$ cat src/rtl/spi_rx_pkg.sv
package spi_rx_pkg;

  // Length summary of a closed frame, produced by the shifter.
  typedef struct packed {
    logic full;     // at least one whole word received
    logic extra;    // edges arrived after the first whole word
    logic aligned;  // count is a whole number of words
  } len_stat_t;

  // Length rule selected by the static mode input.
  function automatic logic len_ok(input len_stat_t s, input logic chained);
    if (chained) return s.full && s.aligned;
    return s.full && s.aligned && !s.extra;
  endfunction

endpackage

$ cat src/rtl/spi_rx_sync.sv
module spi_rx_sync #(
  parameter int W = 3,
  parameter int STAGES = 2,
  parameter logic [W-1:0] RST_VAL = '0
) (
  input  logic         clk,
  input  logic         rst_n,
  input  logic [W-1:0] d,
  output logic [W-1:0] q
);
  logic [STAGES-1:0][W-1:0] stg;

  always_ff @(posedge clk or negedge rst_n) begin
    if (!rst_n) stg <= {STAGES{RST_VAL}};
    else        stg <= {stg[STAGES-2:0], d};
  end

  assign q = stg[STAGES-1];
endmodule

$ cat src/rtl/spi_rx_edge.sv
module spi_rx_edge #(
  parameter logic RST_VAL = 1'b1
) (
  input  logic clk,
  input  logic rst_n,
  input  logic lvl,
  output logic rise,
  output logic fall
);
  logic prev;

  always_ff @(posedge clk or negedge rst_n) begin
    if (!rst_n) prev <= RST_VAL;
    else        prev <= lvl;
  end

  assign rise = lvl & ~prev;
  assign fall = ~lvl & prev;
endmodule

$ cat src/rtl/spi_rx_shifter.sv
module spi_rx_shifter
  import spi_rx_pkg::*;
#(
  parameter int WORD_W = 24
) (
  input  logic              clk,
  input  logic              rst_n,
  input  logic              open_evt,
  input  logic              close_evt,
  input  logic              bit_fall,
  input  logic              bit_rise,
  input  logic              bit_in,
  output logic              in_frame,
  output logic [WORD_W-1:0] word,
  output len_stat_t         stat,
  output logic              chain_out
);
  localparam int CNT_W = (WORD_W > 2) ? $clog2(WORD_W) : 1;
  localparam logic [CNT_W-1:0] LAST = CNT_W'(WORD_W - 1);

  logic [WORD_W-1:0] shreg;
  logic [CNT_W-1:0]  pos;
  logic              full_q, extra_q;

  always_ff @(posedge clk or negedge rst_n) begin
    if (!rst_n) begin
      shreg     <= '0;
      pos       <= '0;
      full_q    <= 1'b0;
      extra_q   <= 1'b0;
      in_frame  <= 1'b0;
      chain_out <= 1'b0;
    end else if (open_evt) begin
      shreg     <= '0;
      pos       <= '0;
      full_q    <= 1'b0;
      extra_q   <= 1'b0;
      in_frame  <= 1'b1;
      chain_out <= 1'b0;
    end else if (in_frame) begin
      if (close_evt) begin
        in_frame <= 1'b0;
      end else begin
        if (bit_fall) begin
          shreg <= {shreg[WORD_W-2:0], bit_in};
          if (full_q) extra_q <= 1'b1;
          if (pos == LAST) begin
            pos    <= '0;
            full_q <= 1'b1;
          end else begin
            pos <= pos + 1'b1;
          end
        end
        // Overflowing bit leaves after the rising edge, ready for the next fall.
        if (bit_rise) chain_out <= shreg[WORD_W-1];
      end
    end
  end

  assign word         = shreg;
  assign stat.full    = full_q;
  assign stat.extra   = extra_q;
  assign stat.aligned = (pos == '0);
endmodule

$ cat src/rtl/spi_rx_judge.sv
module spi_rx_judge
  import spi_rx_pkg::*;
#(
  parameter int WORD_W = 24
) (
  input  logic              clk,
  input  logic              rst_n,
  input  logic              chained,
  input  logic              close_evt,
  input  len_stat_t         stat,
  input  logic [WORD_W-1:0] word,
  output logic              good,
  output logic              bad,
  output logic [WORD_W-1:0] data
);
  logic pass;
  assign pass = len_ok(stat, chained);

  always_ff @(posedge clk or negedge rst_n) begin
    if (!rst_n) begin
      good <= 1'b0;
      bad  <= 1'b0;
      data <= '0;
    end else begin
      good <= close_evt & pass;
      bad  <= close_evt & ~pass;
      if (close_evt && pass) data <= word;
    end
  end
endmodule

$ cat src/rtl/spi_frame_rx.sv
module spi_frame_rx
  import spi_rx_pkg::*;
#(
  parameter int WORD_W = 24,
  parameter int SYNC_STAGES = 2
) (
  input  logic              clk,
  input  logic              rst_n,
  input  logic              chain_mode,
  input  logic              sclk,
  input  logic              cs_n,
  input  logic              sdi,
  output logic              sdo,
  output logic              frm_valid,
  output logic              frm_err,
  output logic [WORD_W-1:0] frm_data
);
  // Synchronised bundle: {frame select, serial clock, serial data}.
  logic [2:0] pins_s;
  logic       cs_rise_w, cs_fall_w, sclk_rise_w, sclk_fall_w;
  logic       open_w, close_w;
  logic [WORD_W-1:0] word_w;
  len_stat_t  stat_w;

  spi_rx_sync #(.W(3), .STAGES(SYNC_STAGES), .RST_VAL(3'b110)) u_sync (
    .clk(clk), .rst_n(rst_n), .d({cs_n, sclk, sdi}), .q(pins_s)
  );

  spi_rx_edge #(.RST_VAL(1'b1)) u_cs_edge (
    .clk(clk), .rst_n(rst_n), .lvl(pins_s[2]), .rise(cs_rise_w), .fall(cs_fall_w)
  );

  spi_rx_edge #(.RST_VAL(1'b1)) u_sclk_edge (
    .clk(clk), .rst_n(rst_n), .lvl(pins_s[1]), .rise(sclk_rise_w), .fall(sclk_fall_w)
  );

  assign close_w = cs_rise_w & open_w;

  spi_rx_shifter #(.WORD_W(WORD_W)) u_shift (
    .clk(clk), .rst_n(rst_n),
    .open_evt(cs_fall_w), .close_evt(close_w),
    .bit_fall(sclk_fall_w), .bit_rise(sclk_rise_w), .bit_in(pins_s[0]),
    .in_frame(open_w), .word(word_w), .stat(stat_w), .chain_out(sdo)
  );

  spi_rx_judge #(.WORD_W(WORD_W)) u_judge (
    .clk(clk), .rst_n(rst_n), .chained(chain_mode), .close_evt(close_w),
    .stat(stat_w), .word(word_w),
    .good(frm_valid), .bad(frm_err), .data(frm_data)
  );
endmodule

$ cat config.mk
export PLATFORM = sky130hd
export DESIGN_NAME = spi_frame_rx
export DESIGN_NICKNAME = d
export VERILOG_FILES = /design/src/rtl/spi_rx_pkg.sv /design/src/rtl/spi_rx_sync.sv /design/src/rtl/spi_rx_edge.sv /design/src/rtl/spi_rx_shifter.sv /design/src/rtl/spi_rx_judge.sv /design/src/rtl/spi_frame_rx.sv
export SDC_FILE = /design/constraint.sdc
export NUM_CORES = 1
export LEC_CHECK = 0
export ABC_AREA = 1
export BUFFER_PORTS_ARGS = -buffer_cell sky130_fd_sc_hd__buf_2
export CORE_ASPECT_RATIO = 1.5
export CORE_MARGIN = 2
export CORE_UTILIZATION = 57
export DETAILED_ROUTE_END_ITERATION = 10
export PLACE_DENSITY = 0.83
export SYNTH_ARGS = -nofsm -noshare
export SYNTH_HDL_FRONTEND = slang
export SYNTH_SLANG_ARGS = --single-unit
$ cat constraint.sdc
create_clock -name clk -period 1.8 [get_ports clk]
set_input_delay 0.18 -clock clk [delete_from_list [all_inputs] [get_ports clk]]
set_output_delay 0.18 -clock clk [all_outputs]
set_load 0.02 [all_outputs]
==> reports/qor.txt, run 1 <==
Outcome -> completed
1st-iter DRT viols -> 129
Post-cts gate resize count -> 0
Avg Cell Area, Syn -> 9.144 um^2
CTS root buffer -> clkbuf_8
Worst Path Arrival -> 1.80 ns
TritonCTS Buffers -> 9
CTS H-tree depth -> 3
Hold Path Class -> in -> reg
Final #Nets -> 340
Critical path peak fanout -> 47
Worst-skew pair later-pin latency -> 0.35 ns
GPL Wtd Cong -> 0.8126
Core ar. -> 0.004504 mm^2
DRC Markers -> 0
Crit path kind -> reg -> reg
RR Endpoint -> u_shift.word[13]
Switching Fraction -> 0.2624
Reg2reg start -> u_sync.q[2]
Power, Total -> 3.380 mW
P_int -> 2.493 mW
Maximum vdd drop -> 0.0006109 V
Initial Util -> 0.5928
Slew @ Worst Pin -> 0.5250 ns
Final design area excluding fillers -> 0.003138 mm^2
Hold Violations, Final -> 0
Flop-to-flop setup slack -> 0.27 ns
Vias in the first global route -> 1,854
DR pass1 iterations -> 4
F_max -> 653.1 MHz
Setup repair after global routing missed its margin -> false
Via count -> 2,000
Post-CTS setup repair buffer count -> 0
Syn. warnings -> 0
Post-layout util -> 0.6967
Dpl cells -> 365
Clock Power Share -> 0.405
Number of synthesized register bits -> 67
Crit path time final -> 1.531 ns
Area Overhead vs Synth -> 17.53%
CP Launch Type -> flop
Critical Path Sink Type -> flop
PD cells -> 1077 mW/mm^2
Setup_tns -> 0 ns
Endpoint, Worst Hold -> u_judge.bad
CP required -> 2.07 ns
Net Sw Power -> 0.8870 mW
Die H -> 87.83 um
Total GRT Usage -> 0.2208
Wire per inst -> 13.25 um
Routed WL -> 5.101 mm
IO Count -> 33
DR vias/cell -> 5.195
Max-cap violation count -> 0
Clock sinks -> 67
I/O Buffers -> 32
Pin count of the biggest net entering global routing -> 48
Lkg Pwr -> 1.672 nW
Die Wd -> 59.88 um
Slew Viols, Final -> 0
Final setup violating endpoints -> 0
Synthesized instance count -> 292
Die footprint -> 0.005259 mm^2
First-pass GRT wire length -> 8.314 mm
Seq pwr share -> 0.499
Post-Syn Area -> 0.002670 mm^2
Share of layout cells above drive strength 1 -> 0.2107
Slew headroom -> 0.6500
Clock tree buffer depth -> 2
Hold path start -> chain_mode
Setup Skew -> 0.01044 ns
Initial antenna violation count -> 0
Filler cells -> 345
Placed cell areas -> 0.002882 mm^2
Syn_nets -> 300
Logic pwr share -> 0.096
Portion of the post-synthesis area used by sequential elements -> 0.6307
Antenna Nets Post-Route -> 0
Clock-pin slew on the worst setup and hold paths -> 0.08 ns
WHS Path Cells -> 4
Grt ovf -> 0
Dpl hpwl -> 3.280 mm
Final Non-Filler Cells -> 385
Synth cell types -> 21
CTS tree -> built
Worst r2r path cells -> 7
Final period util -> 0.8506
Diode count -> 0
Rows -> 30
## Yosys cell counts
master    instances  area [um^2]
nor3_1            2        10.01
nand3_1           7        35.03
nor2_1            5        18.77
a21oi_1           1        5.000
buf_2             9        45.04
nor3_4            1        16.27
o21ai_2           1        8.760
dfrtp_1          61         1526
o21ai_1          16        80.08
nand3_2           2        20.02
ha_1              2        25.02
nand4_1           1        6.260
o21ai_0          14        70.07
nand2_2           5        31.28
nor2_2            1        6.260
clkbuf_1          1        3.750
buf_6             2        22.52
nand2_1         143        536.8
inv_1            10        37.54
inv_2             2        7.510
dfstp_2           6        157.7
## through the flow
step / hold slack [ns] / worst slack (ns)
after floorplan: -0.1156 / 0.4612
after global placement: 0.1894 / 0.3119
after detailed placement: 0.1933 / 0.2423
after CTS: 0.2229 / 0.2469
after global routing: 0.2693 / 0.1045
final: 0.2286 / 0.2689
## state kept, by name, summed over array words and instances, names as in the netlist, 3 cells and up
name,count
u_judge.data,24
u_shift.pos,5
u_shift.word,24
u_sync.q,3
u_sync.stg,3
## logic make-up (layout without fill, tap and decap cells)
kind of cell / after synthesis / after routing / share of synthesized area
buf+inv: 24 / 69 / 0.04358
simple gates: 167 / 167 / 0.2549
fa+ha+maj: 2 / 2 / 0.009371
flops: 67 / 67 / 0.6307
compound gates: 32 / 32 / 0.06139
## cell type report
class                           instances  area [um^2]  share of cell area
Tap cell                               48        60.06             0.01914
Timing Repair Buffer                   41        262.8             0.08373
Sequential cell                        67         1684              0.5367
Inverter                               12        45.04             0.01435
Clock inverter                          7        92.59             0.02951
Clock buffer                            9        123.9             0.03947
Multi-Input combinational cell        201        869.6              0.2771
## worst max path at each step
stage | startpoint | endpoint | slack [ns] | cells past startpoint
floorplan | u_shift.pos[0] | u_judge.data[10] | 0.46 | 8
global placement | u_shift.pos[0] | u_judge.data[0] | 0.31 | 7
detailed placement | u_shift.pos[0] | u_judge.data[12] | 0.24 | 7
CTS | u_shift.pos[0] | u_judge.data[0] | 0.25 | 7
global route | u_shift.pos[0] | u_judge.data[18] | 0.10 | 7
finish | u_sync.q[2] | u_shift.word[13] | 0.27 | 7
## cells in the final DEF, fill, tap and decap left out, drive strengths merged
| cell | Yosys | routed |
|---|---|---|
| a21oi | 1 | 1 |
| buf | 11 | 37 |
| o21ai | 31 | 31 |
| ha | 2 | 2 |
| dfrtp | 61 | 61 |
| nor2 | 6 | 6 |
| inv | 12 | 12 |
| nand2 | 148 | 148 |
| clkinvlp | 0 | 3 |
| nand4 | 1 | 1 |
| clkinv | 0 | 2 |
| dlygate4sd3 | 0 | 4 |
| clkbuf | 1 | 9 |
| nor3 | 3 | 3 |
| dfstp | 6 | 6 |
| bufinv | 0 | 2 |
| nand3 | 9 | 9 |
## worst max-delay path, stage by stage (launching register included)
cell and delay, ns:
dfstp_2 0.57, inv_1 0.06, nand2_2 0.13, nand2_2 0.11, nand2_2 0.17, buf_12 0.23
nand2_1 0.07, o21ai_0 0.09
## timing repair
item	in CTS	in global routing
hold buffers	4	0
endpoints found under the hold margin	19	0
setup endpoints to repair	0	0
## per-layer routing
metal	track usage	wire length, um
met4	0.1172	129
met2	0.3409	2587
met1	0.2753	2214
met5	0	0
met3	0.06795	170
## power groups by stage
stage               sequential (mW)  combinational, mW  clock [mW]
CTS                            1.69              0.330        1.37
global placement               1.71              0.309           0
detailed placement             1.71              0.319           0
floorplan                      1.70              0.227           0
global route                   1.70              0.374        1.45
finish                         1.69              0.326        1.37
(Power assumes the default switching activity.)
==> run 2, diff against run 1 <==
--- a/config.mk
+++ b/config.mk
@@ -6,7 +6,7 @@
 export NUM_CORES = 1
 export LEC_CHECK = 0
 export ABC_AREA = 1
-export BUFFER_PORTS_ARGS = -buffer_cell sky130_fd_sc_hd__buf_2
+export BUFFER_PORTS_ARGS = -buffer_cell sky130_fd_sc_hd__buf_4
 export CORE_ASPECT_RATIO = 1.5
 export CORE_MARGIN = 2
 export CORE_UTILIZATION = 57
==> run 2 against run 1 <==
Count of clock-buffer cells in the layout increased by 2; non-clock buffer count unchanged; total power decreased by 4.6%; sequential power about the same; worst hold slack improved by 0.040 ns; cell area increased by 1.4%; clock power decreased by 12%; global-route usage decreased by 0.38 points; critical path type unchanged.
==> reports/qor.txt, run 2 (synthesis gave the netlist of run 1 again) <==
Setup repair after global routing missed its margin -> false
Clock-pin slew on the worst setup and hold paths -> 0.07 ns (about the same)
F_max -> 617.8 MHz (-5.4%)
Clock sinks -> 67 (unchanged)
DR pass1 iterations -> 4 (unchanged)
Clock tree buffer depth -> 2 (unchanged)
WHS Path Cells -> 4 (unchanged)
Endpoint, Worst Hold -> u_judge.bad
Antenna Nets Post-Route -> 0 (unchanged)
Slew Viols, Final -> 0 (unchanged)
Critical Path Sink Type -> flop
Slew headroom -> 0.4700 (-0.1801)
TritonCTS Buffers -> 9 (unchanged)
Die footprint -> 0.005259 mm^2 (unchanged)
Routed WL -> 4.929 mm (-3.4%)
Die Wd -> 59.88 um (unchanged)
Worst-skew pair later-pin latency -> 0.34 ns (about the same)
Area of the multi-input gates -> 869.6 um^2 (unchanged)
Core ar. -> 0.004504 mm^2 (unchanged)
Power, Total -> 3.225 mW (-4.6%)
Setup_tns -> 0 ns (unchanged)
Wire per inst -> 12.80 um (-3.4%)
Commonest cells after routing, fill and taps aside -> nand2_1 (143), dfrtp_1 (61), buf_4 (36)
Critical path peak fanout -> 24 (-49%)
CP Launch Type -> flop
CTS root buffer -> clkbuf_8
1st-iter DRT viols -> 121 (-6.2%)
Total GRT Usage -> 0.2170 (-0.003822)
Setup Skew -> 0.007662 ns (-0.002774 ns)
Rows -> 30 (unchanged)
Reg2reg start -> u_shift.pos[0]
Hold Violations, Final -> 0 (unchanged)
Die H -> 87.83 um (unchanged)
Worst r2r path cells -> 7 (unchanged)
Final setup violating endpoints -> 0 (unchanged)
IO Count -> 33 (unchanged)
Worst Path Arrival -> 1.85 ns (+0.05 ns)
Diode count -> 0 (unchanged)
Share of layout cells above drive strength 1 -> 0.2077 (-0.002967)
Filler cells -> 346 (+0.29%)
Grt ovf -> 0 (unchanged)
Final #Nets -> 340 (unchanged)
CTS tree -> built
Outcome -> completed
Hold path start -> chain_mode
Vias in the first global route -> 1,946 (+5.0%)
Maximum vdd drop -> 0.0007912 V (+30%)
I/O Buffers -> 32 (unchanged)
DRC Markers -> 0 (unchanged)
CP required -> 2.03 ns (-0.04 ns)
PD cells -> 1013 mW/mm^2 (-5.9%)
Crit path time final -> 1.619 ns (+0.08755 ns)
Area Overhead vs Synth -> 19.21%
Flop-to-flop setup slack -> 0.18 ns (-0.09 ns)
Final period util -> 0.8993 (+0.04864)
GPL Wtd Cong -> 0.7638 (-6.0%)
Lkg Pwr -> 1.667 nW (-0.32%)
Leading cell type in the layout, fill and taps excluded -> nand2_1
DR vias/cell -> 5.249 (+1.1%)
CTS H-tree depth -> 3 (unchanged)
Dpl hpwl -> 3.082 mm (-6.0%)
Hold Path Class -> in -> reg
Max-cap violation count -> 0 (unchanged)
Crit path kind -> reg -> reg
Slew @ Worst Pin -> 0.7950 ns (+0.2701 ns)
Final Non-Filler Cells -> 385 (unchanged)
Dpl cells -> 365 (unchanged)
Initial antenna violation count -> 0 (unchanged)
Via count -> 2,021 (+1.1%)
First-pass GRT wire length -> 8.307 mm (about the same)
Seq. cell area -> 0.001684 mm^2 (unchanged)
RR Endpoint -> u_judge.data[12]
Initial Util -> 0.5928 (unchanged)
Pin count of the biggest net entering global routing -> 68 (+42%)
-- run 2: cell count changes in the layout (fill, tap and decap cells not counted), sizes merged --
cell and delta:
clkbuf +2, clkinvlp -2, bufinv -1, clkinv +1
-- run 2: timing repair --
item	4_1_cts	5_1_grt
endpoints found under the hold margin	64	0
hold buffers	4	0
resized for setup	0	0
setup buffers	0	0
-- run 2: cell type report --
cell class | instances | share of cell area
tap | 48 | 0.01887
sequential | 67 | 0.5291
multi-input combinational | 201 | 0.2732
clock inverter | 5 | 0.01651
clock buffer | 11 | 0.04442
inverter | 12 | 0.01415
timing repair buffer | 41 | 0.1038
-- run 2: how the worst max path moves through the flow --
stage                              start          endpoint  cells past startpoint
after floorplan           u_shift.pos[0]  u_judge.data[10]                      8
after global placement    u_shift.pos[0]   u_judge.data[0]                      7
after detailed placement  u_shift.pos[0]  u_judge.data[19]                      7
after CTS                 u_shift.pos[0]  u_judge.data[12]                      7
after global routing      u_shift.pos[0]  u_judge.data[12]                      7
final                     u_shift.pos[0]  u_judge.data[12]                      7
-- run 2: report_power, final --
part	internal [mW]	switching, mW
logic	0.117	0.211
clock network	0.670	0.536
registers	1.60	0.0883
-- run 2: metal layers --
metal | track usage | wire [um]
met5 | 0 | 0
met4 | 0.1253 | 130
met3 | 0.06942 | 176
met2 | 0.3508 | 2546
met1 | 0.2480 | 2076
-- run 2: critical path, cell delays in order, from the launching register on --
cell and delay, ns:
dfrtp_1 0.42, inv_1 0.10, ha_1 0.16, nand3_2 0.12
nor2_2 0.17, nand2_2 0.30, nand2_1 0.17, nand2_1 0.07
-- run 2: through the flow --
step           utilization  worst slack, ns  area (um^2)  hold slack (ns)
2_1_floorplan            -           0.4612         2670          -0.1156
3_3_place_gp        0.6547           0.2964         2949           0.2879
3_5_place_dp        0.6547           0.1676         2949           0.2898
4_1_cts             0.7067           0.1676         3183           0.2476
5_1_grt             0.7067          0.05003         3183           0.2756
6_report            0.7067           0.1814         3183           0.2689
==> run 3, diff against run 2 <==
--- a/config.mk
+++ b/config.mk
@@ -9,9 +9,9 @@
 export BUFFER_PORTS_ARGS = -buffer_cell sky130_fd_sc_hd__buf_4
 export CORE_ASPECT_RATIO = 1.5
 export CORE_MARGIN = 2
-export CORE_UTILIZATION = 57
+export CORE_UTILIZATION = 61
 export DETAILED_ROUTE_END_ITERATION = 10
-export PLACE_DENSITY = 0.83
+export PLACE_DENSITY = 0.87
 export SYNTH_ARGS = -nofsm -noshare
 export SYNTH_HDL_FRONTEND = slang
 export SYNTH_SLANG_ARGS = --single-unit
==> constraint.sdc (replaced) <==
create_clock -name clk -period 2 [get_ports clk]
set_input_delay 0.2 -clock clk [delete_from_list [all_inputs] [get_ports clk]]
set_output_delay 0.2 -clock clk [all_outputs]
set_load 0.02 [all_outputs]
==> run 3 against run 2 <==
Cell area is 0.43% higher; via count is 1.6% higher; sequential power is 10% lower; clock skew is 0.0027 ns higher; worst hold slack worse by 0.037 ns; largest power group unchanged; highest routed layer unchanged.
==> reports/qor.txt, run 3 (synthesis gave the netlist of run 1 again) <==
Outcome -> completed
Share of layout cells above drive strength 1 -> 0.2060 (-0.001745)
PD cells -> 962.3 mW/mm^2 (-5.0%)
Diode count -> 0 (unchanged)
CTS tree -> built
Critical path cell sequence -> inv_1, ha_1, nand3_2, nor2_2, nand2_2, nand2_1, nand2_1
Total GRT Usage -> 0.2370 (+0.02002)
Lkg Pwr -> 1.674 nW (+0.46%)
Worst slack, placed -> 0.4470 ns (+0.2794 ns)
Seq. cell area -> 0.001684 mm^2 (unchanged)
IO Count -> 33 (unchanged)
Commonest cells after routing, fill and taps aside -> nand2_1 (143), dfrtp_1 (61), buf_4 (34)
Worst r2r path cells -> 7 (unchanged)
1st-iter DRT viols -> 80 (-34%)
Clock sinks -> 67 (unchanged)
Setup WS post-layout -> 0.4086 ns (+0.2273 ns)
Initial antenna violation count -> 0 (unchanged)
Die footprint -> 0.004933 mm^2 (-6.2%)
Area Overhead vs Synth -> 19.73%
Flop-to-flop setup slack -> 0.41 ns (+0.23 ns)
Area of the multi-input gates -> 869.6 um^2 (unchanged)
Setup_tns -> 0 ns (unchanged)
Max-cap violation count -> 0 (unchanged)
CP Launch Type -> flop
Wire per inst -> 13.60 um (+6.2%)
CTS root buffer -> clkbuf_8
Maximum vdd drop -> 0.0007489 V (-5.3%)
Final Non-Filler Cells -> 381 (-1.0%)
Leading cell type in the layout, fill and taps excluded -> nand2_1
DR vias/cell -> 5.391 (+2.7%)
Clock Power Share -> 0.409 (+0.035)
Filler cells -> 299 (-14%)
CP top delay family -> simple AND/OR/NAND/NOR gates
Critical path depth in cells -> 7 (unchanged)
CP max stage cell -> dfrtp_1
Hold Violations, Final -> 0 (unchanged)
Reg2reg start -> u_shift.pos[0]
Crit path kind -> reg -> reg
Setup repair after global routing missed its margin -> false
TritonCTS Buffers -> 9 (unchanged)
CP most frequent cell -> nand2_1
Endpoint, Worst Hold -> u_judge.bad
F_max -> 628.4 MHz (+1.7%)
Clock-pin slew on the worst setup and hold paths -> 0.07 ns (about the same)
Slew @ Worst Pin -> 0.8259 ns (+0.03088 ns)
Slew headroom -> 0.4494 (-0.02059)
Seq pwr share -> 0.495 (-0.029)
Worst Path Arrival -> 1.81 ns (-0.04 ns)
Hold path start -> chain_mode
Pin count of the biggest net entering global routing -> 68 (unchanged)
Dpl hpwl -> 3.047 mm (-1.2%)
DRC Markers -> 0 (unchanged)
Hold Path Class -> in -> reg
Dpl cells -> 361 (-1.1%)
Routed WL -> 5.182 mm (+5.1%)
CP required -> 2.22 ns (+0.19 ns)
Die Wd -> 58.02 um (-3.1%)
Net Sw Power -> 0.7923 mW (-5.2%)
DR pass1 iterations -> 5 (+1)
Vias in the first global route -> 1,910 (-1.8%)
Antenna Nets Post-Route -> 0 (unchanged)
Rows -> 29 (-3.3%)
RR Endpoint -> u_judge.data[0]
Slew Viols, Final -> 0 (unchanged)
Critical path peak fanout -> 24 (unchanged)
Max incr delay on CP -> 0.42 ns (about the same)
Switching Fraction -> 0.2575 (-0.001552)
Initial Util -> 0.6344 (+0.04159)
P_int -> 2.284 mW (-4.4%)
WHS -> 0.2321 ns (-0.03679 ns)
Final period util -> 0.7957 (-0.1036)
Grt ovf -> 0 (unchanged)
Worst-skew pair later-pin latency -> 0.35 ns (about the same)
Buffers plus inverters on the worst setup path -> 1 (unchanged)
CTS H-tree depth -> 3 (unchanged)
Power, Total -> 3.076 mW (-4.6%)
Logic pwr share -> 0.096 (-0.006)
Setup Skew -> 0.01040 ns (+0.002735 ns)
Clock tree buffer depth -> 2 (unchanged)
Post-CTS setup repair buffer count -> 0 (unchanged)
Final setup violating endpoints -> 0 (unchanged)
First-pass GRT wire length -> 8.625 mm (+3.8%)
Final #Nets -> 338 (-0.59%)
Core ar. -> 0.004209 mm^2 (-6.6%)
Critical Path Sink Type -> flop
I/O Buffers -> 32 (unchanged)
Crit path time final -> 1.591 ns (-0.02727 ns)
GPL Wtd Cong -> 0.8109 (+6.2%)
Die H -> 85.03 um (-3.2%)
Via count -> 2,054 (+1.6%)
WHS Path Cells -> 4 (unchanged)
[run 3: layout make-up]
type                    count  area share
multi-input cells         201      0.2720
inverters                  12     0.01409
clock inverters             6     0.02740
well taps                  46     0.01800
clock buffers              10     0.04305
flip-flops and latches     67      0.5268
repair buffers             39     0.09863
[run 3: how the worst max path moves through the flow]
stage,start,endpoint,slack (ns)
final,u_shift.pos[0],u_judge.data[0],0.41
after global routing,u_shift.pos[0],u_judge.data[16],0.28
after CTS,u_shift.pos[0],u_judge.data[16],0.42
after detailed placement,u_shift.pos[0],u_judge.data[1],0.45
after global placement,u_shift.pos[0],u_judge.data[21],0.52
after floorplan,u_shift.pos[0],u_judge.data[10],0.66
[run 3: metal layers]
layer,vias up,wire length [um],track usage
met1,1004,2262,0.3062
met2,46,2582,0.3585
met3,15,184,0.06098
met4,0,152,0.1395
met5,-,0,0
li1,989,-,-
[run 3: per-stage QoR]
step             util  instance area (um^2)
4_1_cts        0.7595                  3197
2_1_floorplan       -                  2670
3_3_place_gp   0.6965                  2932
6_report       0.7595                  3197
5_1_grt        0.7595                  3197
3_5_place_dp   0.6965                  2932
[run 3: power by group through the flow]
| stage | sequential (mW) | clock [mW] | combinational (mW) |
|---|---|---|---|
| global route | 1.53 | 1.32 | 0.343 |
| finish | 1.52 | 1.26 | 0.296 |
| detailed placement | 1.54 | 0 | 0.283 |
| floorplan | 1.53 | 0 | 0.204 |
| global placement | 1.54 | 0 | 0.272 |
| CTS | 1.52 | 1.27 | 0.299 |
[run 3: repair_timing]
action | 4_1_cts | 5_1_grt
resized for setup | 0 | 0
hold buffers | 4 | 0
endpoints found under the hold margin | 64 | 0
[run 3: worst reg2reg max path, delay by kind of cell (launching register included)]
family	cells	cell delay, ns
AND/OR/NAND/NOR	5	0.80
flip-flops	1	0.42
adder cells (fa/ha/maj)	1	0.16
buffers and inverters	1	0.10
